## config.mk

```make
export PLATFORM = sky130hd
export DESIGN_NAME = cap_cmp_reg
export DESIGN_NICKNAME = d
export VERILOG_FILES = /design/src/rtl/cap_cmp_pkg.sv /design/src/rtl/cap_cmp_ctrl.sv /design/src/rtl/cap_cmp_dp.sv /design/src/rtl/cap_cmp_reg.sv
export SDC_FILE = /design/constraint.sdc
export NUM_CORES = 1
export LEC_CHECK = 0
export BUFFER_PORTS_ARGS = -buffer_cell sky130_fd_sc_hd__buf_2
export CORE_ASPECT_RATIO = 0.9
export CORE_MARGIN = 2
export CORE_UTILIZATION = 42
export CTS_BUF_LIST = sky130_fd_sc_hd__clkbuf_4 sky130_fd_sc_hd__clkbuf_8
export DETAILED_ROUTE_END_ITERATION = 8
export PLACE_DENSITY = 0.73
export SLEW_MARGIN = 20
export SYNTH_ARGS = -nofsm -noshare
export SYNTH_HDL_FRONTEND = slang
export SYNTH_SLANG_ARGS = --single-unit
```

## constraint.sdc

```tcl
create_clock -name clk -period 1.95 [get_ports clk]
set_clock_uncertainty 0.05 [all_clocks]
set_input_delay 0.4875 -clock clk [delete_from_list [all_inputs] [get_ports clk]]
set_output_delay 0.4875 -clock clk [all_outputs]
set_load 0.01 [all_outputs]
```

## src/rtl/cap_cmp_pkg.sv

```systemverilog
package cap_cmp_pkg;
  // Strobes from the control module to the datapath
  typedef struct packed {
    logic       armLatch;   // copy live value into read snapshot
    logic       selBuffer;  // read mux selects snapshot
    logic       captureEn;  // load counter value into live register
    logic       commit;     // load staged value into live register
    logic [1:0] wrLane;     // stage write byte, [1] = high, [0] = low
  } chanStrobes_t;
endpackage

```

## src/rtl/cap_cmp_ctrl.sv

```systemverilog
module cap_cmp_ctrl
  import cap_cmp_pkg::*;
(
  input  logic         clk,
  input  logic         rstN,
  input  logic         captureMode,
  input  logic         captureStrobe,
  input  logic         busSel,
  input  logic         busRd,
  input  logic         busWr,
  input  logic         ctrlWr,
  input  logic         dbgHalt,
  input  logic         loadEn,
  output chanStrobes_t strb,
  output logic         latchArmed
);
  localparam int LANES = 2;

  logic             armed;
  logic             firstSel;
  logic [LANES-1:0] laneSeen;
  logic             latchLive;
  logic             armNow;
  logic             relNow;
  logic             wrEn;
  logic             commitNow;
  logic [LANES-1:0] wrLaneNow;

  // Snapshot logic is active only in capture mode outside debug halt
  assign latchLive = captureMode & ~dbgHalt;
  assign armNow    = latchLive & busRd & ~armed & ~ctrlWr;
  assign relNow    = ctrlWr | (latchLive & busRd & armed & (busSel != firstSel));

  always_ff @(posedge clk or negedge rstN) begin
    if (!rstN) begin
      armed    <= 1'b0;
      firstSel <= 1'b0;
    end else if (relNow) begin
      armed    <= 1'b0;
    end else if (armNow) begin
      armed    <= 1'b1;
      firstSel <= busSel;
    end
  end

  // Compare-mode write staging
  assign wrEn      = busWr & ~captureMode;
  assign wrLaneNow = {wrEn & busSel, wrEn & ~busSel};
  assign commitNow = loadEn & ~captureMode & (&laneSeen);

  always_ff @(posedge clk or negedge rstN) begin
    if (!rstN) begin
      laneSeen <= '0;
    end else begin
      for (int i = 0; i < LANES; i++) begin
        if (wrLaneNow[i])   laneSeen[i] <= 1'b1;
        else if (commitNow) laneSeen[i] <= 1'b0;
      end
    end
  end

  always_comb begin
    strb.armLatch  = armNow;
    strb.selBuffer = latchLive & armed;
    strb.captureEn = captureMode & captureStrobe;
    strb.commit    = commitNow;
    strb.wrLane    = wrLaneNow;
  end

  assign latchArmed = armed;
endmodule

```

## src/rtl/cap_cmp_dp.sv

```systemverilog
module cap_cmp_dp
  import cap_cmp_pkg::*;
#(
  parameter int BYTE_W = 8
) (
  input  logic                  clk,
  input  logic                  rstN,
  input  chanStrobes_t          strb,
  input  logic                  busSel,
  input  logic [BYTE_W-1:0]     busWdata,
  input  logic [2*BYTE_W-1:0]   counterValue,
  output logic [BYTE_W-1:0]     busRdata,
  output logic [2*BYTE_W-1:0]   liveVal,
  output logic [2*BYTE_W-1:0]   wrBufVal
);
  localparam int LANES = 2;
  localparam int VAL_W = LANES * BYTE_W;

  logic [VAL_W-1:0]  readBuf;
  logic [BYTE_W-1:0] rdLane [LANES];

  always_ff @(posedge clk or negedge rstN) begin
    if (!rstN) begin
      liveVal <= '0;
    end else if (strb.captureEn) begin
      liveVal <= counterValue;
    end else if (strb.commit) begin
      liveVal <= wrBufVal;
    end
  end

  always_ff @(posedge clk or negedge rstN) begin
    if (!rstN) begin
      readBuf <= '0;
    end else if (strb.armLatch) begin
      readBuf <= liveVal;
    end
  end

  always_ff @(posedge clk or negedge rstN) begin
    if (!rstN) begin
      wrBufVal <= '0;
    end else begin
      for (int i = 0; i < LANES; i++) begin
        if (strb.wrLane[i]) wrBufVal[i*BYTE_W +: BYTE_W] <= busWdata;
      end
    end
  end

  // Per-lane read source: snapshot or live register
  for (genvar g = 0; g < LANES; g++) begin : g_rdLane
    assign rdLane[g] = strb.selBuffer ? readBuf[g*BYTE_W +: BYTE_W]
                                      : liveVal[g*BYTE_W +: BYTE_W];
  end

  assign busRdata = busSel ? rdLane[1] : rdLane[0];
endmodule

```

## src/rtl/cap_cmp_reg.sv

```systemverilog
module cap_cmp_reg
  import cap_cmp_pkg::*;
#(
  parameter int BYTE_W = 8
) (
  input  logic                clk,
  input  logic                rstN,
  input  logic                captureMode,
  input  logic                captureStrobe,
  input  logic [2*BYTE_W-1:0] counterValue,
  input  logic                busSel,
  input  logic                busRd,
  input  logic                busWr,
  input  logic [BYTE_W-1:0]   busWdata,
  output logic [BYTE_W-1:0]   busRdata,
  input  logic                ctrlWr,
  input  logic                dbgHalt,
  input  logic                loadEn,
  output logic [2*BYTE_W-1:0] chanValue
);
  localparam int VAL_W = 2 * BYTE_W;

  chanStrobes_t     strb;
  logic             latchArmed;
  logic [VAL_W-1:0] wrBufVal;

  cap_cmp_ctrl u_ctrl (
    .clk           (clk),
    .rstN          (rstN),
    .captureMode   (captureMode),
    .captureStrobe (captureStrobe),
    .busSel        (busSel),
    .busRd         (busRd),
    .busWr         (busWr),
    .ctrlWr        (ctrlWr),
    .dbgHalt       (dbgHalt),
    .loadEn        (loadEn),
    .strb          (strb),
    .latchArmed    (latchArmed)
  );

  cap_cmp_dp #(.BYTE_W(BYTE_W)) u_dp (
    .clk          (clk),
    .rstN         (rstN),
    .strb         (strb),
    .busSel       (busSel),
    .busWdata     (busWdata),
    .counterValue (counterValue),
    .busRdata     (busRdata),
    .liveVal      (chanValue),
    .wrBufVal     (wrBufVal)
  );
endmodule

```

### After elaboration in Yosys (flattened, before gate mapping)

Cells that the tools add are included.

| storage, ports and cells | value |
|---|---|
| register bits after elaboration | 52 |
| bits of input ports | 34 |
| output and inout port bits | 24 |
| logic and storage cells | 45 |

| cells by class | value |
|---|---|
| eq/ne operators | 1 |
| muxes and demuxes | 10 |
| bitwise gates (word level) | 20 |
| reductions and logical operators | 6 |

Operator list:

| kind | count |
|---|---|
| $mux 16 | 2 |
| $mux 8 | 3 |
| $and 1x1->1 | 13 |
| $reduce_bool 2->1 | 4 |
| $not 1->1 | 6 |
| $mux 1 | 5 |
| $reduce_and 2->1 | 2 |
| $ne 1x1->1 | 1 |
| $or 1x1->1 | 1 |

### Depth between registers and ports, before layout

| logic depth | value |
|---|---|
| depth after elaboration | 8 |
| mapped depth | 5 |
| depth with buffers taken out | 3 |

### Modules after synthesis

A second synthesis with hierarchy kept.

| second synthesis, totals | value |
|---|---|
| cells, all modules | 167 |
| area, all modules | 2366.0 µm² |

By module, submodules not included:

| module | instances | cells each | area each (µm²) | sequential area each (µm²) |
|---|---|---|---|---|
| cap_cmp_dp | 1 | 147 | 2122.0 | 1201.2 |
| cap_cmp_ctrl | 1 | 20 | 244.0 | 100.1 |

### Worst setup path before layout

No wires, ideal clock.

| timing | value |
|---|---|
| path kind | in2out |
| start | in dbgHalt |
| end | out busRdata[0] |
| data arrival time | 1.321 ns |
| required time | 1.412 ns |
| path slack | 0.091 ns |
| cell stages on the path | 3 |
| path buffers | 1 |
| cell sequence | nand3b_1 > buf_6 > mux4_1 |

| on the way | value |
|---|---|
| cells in the longest elaborated chain, start to end | 5 |
| elaborated cells between the ends (all ways) | 6 |
| classes of those cells | mux (3); bitwise (3) |

RTL lines:

| element | line | RTL |
|---|---|---|
| from (decl) | cap_cmp_reg.sv:17 | `input logic dbgHalt,` |
| $not 1->1 (*) | cap_cmp_ctrl.sv:30 | `assign latchLive = captureMode & ~dbgHalt;` |
| $and 1x1->1 (*) | cap_cmp_ctrl.sv:30 |  |
| $and 1x1->1 (*) | cap_cmp_ctrl.sv:64 | `strb.selBuffer = latchLive & armed;` |
| $mux 8 | cap_cmp_dp.sv:52 | `assign rdLane[g] = strb.selBuffer ? readBuf[g*BYTE_W +: BYTE_W]` |
| $mux 8 (*) | cap_cmp_dp.sv:56 | `assign busRdata = busSel ? rdLane[1] : rdLane[0];` |
| to (decl) | cap_cmp_reg.sv:15 | `output logic [BYTE_W-1:0] busRdata,` |

Mark *: on every way between the ends. The rest lies on a longest branch, timed or not.

### Worst setup path after layout

| timing | value |
|---|---|
| start | reg u_ctrl.armed, in the netlist u_ctrl.latchArmed |
| end | out busRdata[7] |

| on the way | value |
|---|---|
| cells in the longest elaborated chain, start to end | 3 |
| elaborated cells between the ends (all ways) | 4 |
| classes of those cells | mux (3); bitwise (1) |

RTL lines:

| element | line | RTL |
|---|---|---|
| from (decl) | cap_cmp_ctrl.sv:19 | `logic armed;` |
| from (signal assigned) | cap_cmp_ctrl.sv:36 | `armed <= 1'b0;` |
| from (signal assigned) | cap_cmp_ctrl.sv:39 | `armed <= 1'b0;` |
| from (signal assigned) | cap_cmp_ctrl.sv:41 | `armed <= 1'b1;` |
| $and 1x1->1 (*) | cap_cmp_ctrl.sv:64 |  |
| $mux 8 | cap_cmp_dp.sv:52 |  |
| $mux 8 (*) | cap_cmp_dp.sv:56 |  |

Marks and branches as above.

==> impl_metrics.sql <==
INSERT INTO impl_metrics (metric_group, metric, value, unit) VALUES
('outcome', 'status', 'finished, violations left', ''),
('outcome', 'failed_checks', 'negative setup slack', ''),
('cells_and_area', 'layout.cells.most_common', 'buf_2', ''),
('synth', 'synth.distinct_cells', '21', ''),
('sta', 'max_frequency', '0.466', 'GHz'),
('sta', 'period_share', '1.10', ''),
('sta', 'final_slew_viol_count', '0', ''),
('global_routing', 'grt_max_degree', '53', ''),
('worst_setup_path', 'critical_path.cell_chain', 'nand3b_1 -> buf_6 -> mux4_2 -> buf_6', ''),
('placed_design', 'placedInstanceArea', '2760', 'um^2'),
('drt', 'firstDrtPassIters', '4', ''),
('cells_and_area', 'post_route_cells_drive_above_1_share', '0.517', ''),
('clock_network', 'cts.reportedPaths.clkPinSlew', '0.09', 'ns'),
('sta', 'fin_setup_tns', '-1.42', 'ns'),
('cells_and_area', 'final_cell_area', '2850', 'um^2'),
('synth', 'post_synth_inst_count', '163', ''),
('drt', 'first_iter_violations', '128', ''),
('clock_network', 'cts.sinks', '52', ''),
('placed_design', 'numPortBuffers', '57', ''),
('clock_network', 'cts_post_setup_buffers_inserted', '0', ''),
('sta', 'post-route-min-period', '2.14', 'ns'),
('sta', 'tightestPinTransition', '0.302', 'ns'),
('sta', 'whs', '0.125', 'ns'),
('sta', 'finalWorstSetupSlack', '-0.195', 'ns'),
('clock_network', 'clockBufferDepth', '2', ''),
('power_and_ir_drop', 'leakage', '1.38', 'nW'),
('cells_and_area', 'num-nets-final', '263', ''),
('clock_network', 'clock-root-buffer', 'clkbuf_8', ''),
('sta', 'setup_viols_final', '8', ''),
('clock_network', 'htree_num_levels', '2', ''),
('cells_and_area', 'area_growth_syn_to_layout', '21.2', '%'),
('synth', 'yosysWarningCount', '0', ''),
('die', 'fp.dieH', '75.0', 'um'),
('synth', 'synth.net_count', '197', ''),
('worst_setup_path', 'crit_path_frequent_cell', 'buf_6', ''),
('synth', 'syn_area_per_cell', '14.4', 'um^2'),
('clock_network', 'cts_inserted_buffers', '5', ''),
('worst_hold_path', 'hp-class', 'in -> async', ''),
('placed_design', 'place.gp.congestion', '0.853', ''),
('die', 'floorplan.rows', '25', ''),
('die', 'floorplan.die.width', '82.8', 'um'),
('drt', 'via_count', '1578', ''),
('drt', 'remaining_drc_errors', '0', ''),
('sta', 'timing.slew.headroom', '0.798', ''),
('power_and_ir_drop', 'power.total', '0.00307', 'W'),
('worst_setup_path', 'critical_path.slowest_cell', 'mux4_2', ''),
('drt', 'totalWireLength', '4780', 'um'),
('sta', 'grt_setup_unrepaired', 'yes', ''),
('global_routing', 'number_of_antenna_violations_at_the_first_check_in_global_routing', '0', ''),
('die', 'core_area', '5320', 'um^2'),
('synth', 'mappedNetlistArea', '2350', 'um^2'),
('power_and_ir_drop', 'power_density', '1080', 'nW/um^2'),
('flow_run', 'number_of_maximum_capacitance_violations', '0', ''),
('clock_network', 'cts_hold_buf', '0', ''),
('worst_setup_path', 'setup.worst_path.start_class', 'flop', ''),
('global_routing', 'grt_util_all_layers', '0.160', ''),
('worst_setup_path', 'worst-endpoint-arrival', '1.61', 'ns'),
('global_routing', 'number_of_global_route_vias_before_repair', '1596', ''),
('drt', 'route.antenna.remaining_nets', '0', ''),
('clock_network', 'insertion_delay', '0.29', 'ns'),
('die', 'die_area', '6210', 'um^2'),
('drt', 'post_drt_via_cell_ratio', '5.31', ''),
('die', 'top_level_ports', '58', ''),
('worst_setup_path', 'critical_path.endpoint_type', 'output port', ''),
('cells_and_area', 'antennaDiodeCount', '0', ''),
('synth', 'synth_sequential_area_ratio', '0.554', ''),
('power_and_ir_drop', 'worst_ir_drop_vdd', '394', 'uV'),
('clock_network', 'tritoncts_clock_tree', 'built', ''),
('die', 'initial_util', '0.442', ''),
('sta', 'hold_viol', '0', ''),
('worst_setup_path', 'critical-path-max-stage-delay', '0.51', 'ns'),
('cells_and_area', 'layout.cells.most_common_list', '55 x buf_2, 52 x dfrtp_1, 32 x mux2_2', ''),
('worst_setup_path', 'reg2reg_depth', '4', ''),
('synth', 'register_bit_total_from_synthesis', '52', ''),
('global_routing', 'gr-total-overflow', '0', ''),
('worst_setup_path', 'timing_worst_setup_path_type', 'reg -> out', ''),
('worst_setup_path', 'worst-endpoint-required', '1.41', 'ns'),
('worst_setup_path', 'crit_fanout', '5', ''),
('global_routing', 'global_route_wire_length_before_repair', '7780', 'um'),
('placed_design', 'detailedPlacementHpwl', '3410', 'um'),
('drt', 'avgRoutedWirePerCell', '16.1', 'um');
-- worst max-delay path, delay by kind of cell (launching register included) --
family	cells	cell delay, ns
AND/OR/NAND/NOR	1	0.13
multiplexers	1	0.51
flip-flops	1	0.38
buffers and inverters	2	0.29
-- synthesized netlist by cell type --
master	n	share of area
buf_6	3	0.014
dfrtp_1	52	0.55
mux2_2	32	0.15
and3b_4	1	0.0053
mux4_1	8	0.089
a31oi_1	1	0.0027
nand4b_1	1	0.0037
nand2_1	3	0.0048
nor3b_2	1	0.0053
mux2_4	1	0.0064
a21o_1	1	0.0032
nand2_4	1	0.0048
nor2_1	17	0.027
o21bai_1	1	0.0032
a21oi_1	16	0.034
mux2i_1	16	0.068
nand3b_1	2	0.0064
buf_2	1	0.0021
xor2_1	1	0.0037
clkbuf_1	3	0.0048
buf_4	1	0.0032
-- per-layer routing --
layer  GRT usage  up-vias  routed length [um]
met1       0.214      801                2200
met4      0.0601        0                  69
met2       0.253       43                2310
met3      0.0471        8                 202
met5           0        -                   0
li1            -      726                   -
-- state kept, by name, summed over array words and instances, names as in the netlist --
signal and count:
u_dp.liveVal 16, u_dp.readBuf 16, u_dp.wrBufVal 16, u_ctrl.laneSeen 2, u_ctrl.firstSel 1, u_ctrl.latchArmed 1
-- kinds of logic after synthesis --
family	Yosys count	share of synthesized area
muxes	57	0.317
DFF	52	0.554
and+or+nand+nor	26	0.0575
AOI/OAI and AO/OA	19	0.0431
buffers and inverters	8	0.0245
xor gates and xnor gates	1	0.00373
-- through the flow --
stage	util	std cells	setup WS, ns
after floorplan	-	163	0.0911
after global placement	0.519	289	-0.146
after CTS	0.535	297	-0.215
after global routing	0.536	297	-0.258
after detailed placement	0.519	289	-0.160
final	0.536	297	-0.195
-- final cells by class --
cell class / count / area [um^2]
Fill cell: 480 / 2470
Sequential cell: 52 / 1300
Multi-Input combinational cell: 103 / 961
Timing Repair Buffer: 67 / 405
Clock buffer: 8 / 97.6
Tap cell: 67 / 83.8
-- repair_timing --
| item | CTS | global route |
|---|---|---|
| resized for setup | 11 | 1 |
| pin swaps | 1 | 1 |
| endpoints found under the setup margin | 8 | 8 |
-- worst paths after layout --
| kind | from | end | slack (ns) |
|---|---|---|---|
| min in group clk | busWdata[3] | u_dp.wrBufVal[11] | 0.39 |
| hold / removal | rstN | u_dp.wrBufVal[9] | 0.12 |
| setup reg to reg | u_ctrl.latchArmed | u_dp.readBuf[14] | 0.53 |
| max in group asynchronous | rstN | u_dp.liveVal[14] | 1.50 |
| hold reg to reg | u_ctrl.laneSeen[0] | u_ctrl.laneSeen[0] | 0.43 |
| setup / recovery | u_ctrl.latchArmed | busRdata[7] | -0.19 |
-- report_power, final --
| group | internal, W | leakage [nW] | switching [W] | total (W) |
|---|---|---|---|---|
| logic | 0.000496 | 0.734 | 0.000336 | 0.000833 |
| clock network | 0.000318 | 0.0523 | 0.000318 | 0.000635 |
| registers | 0.00138 | 0.597 | 0.000222 | 0.00160 |
| total | 0.00220 | 1.38 | 0.000876 | 0.00307 |
Note: power is estimated with default switching activity, not from simulation.
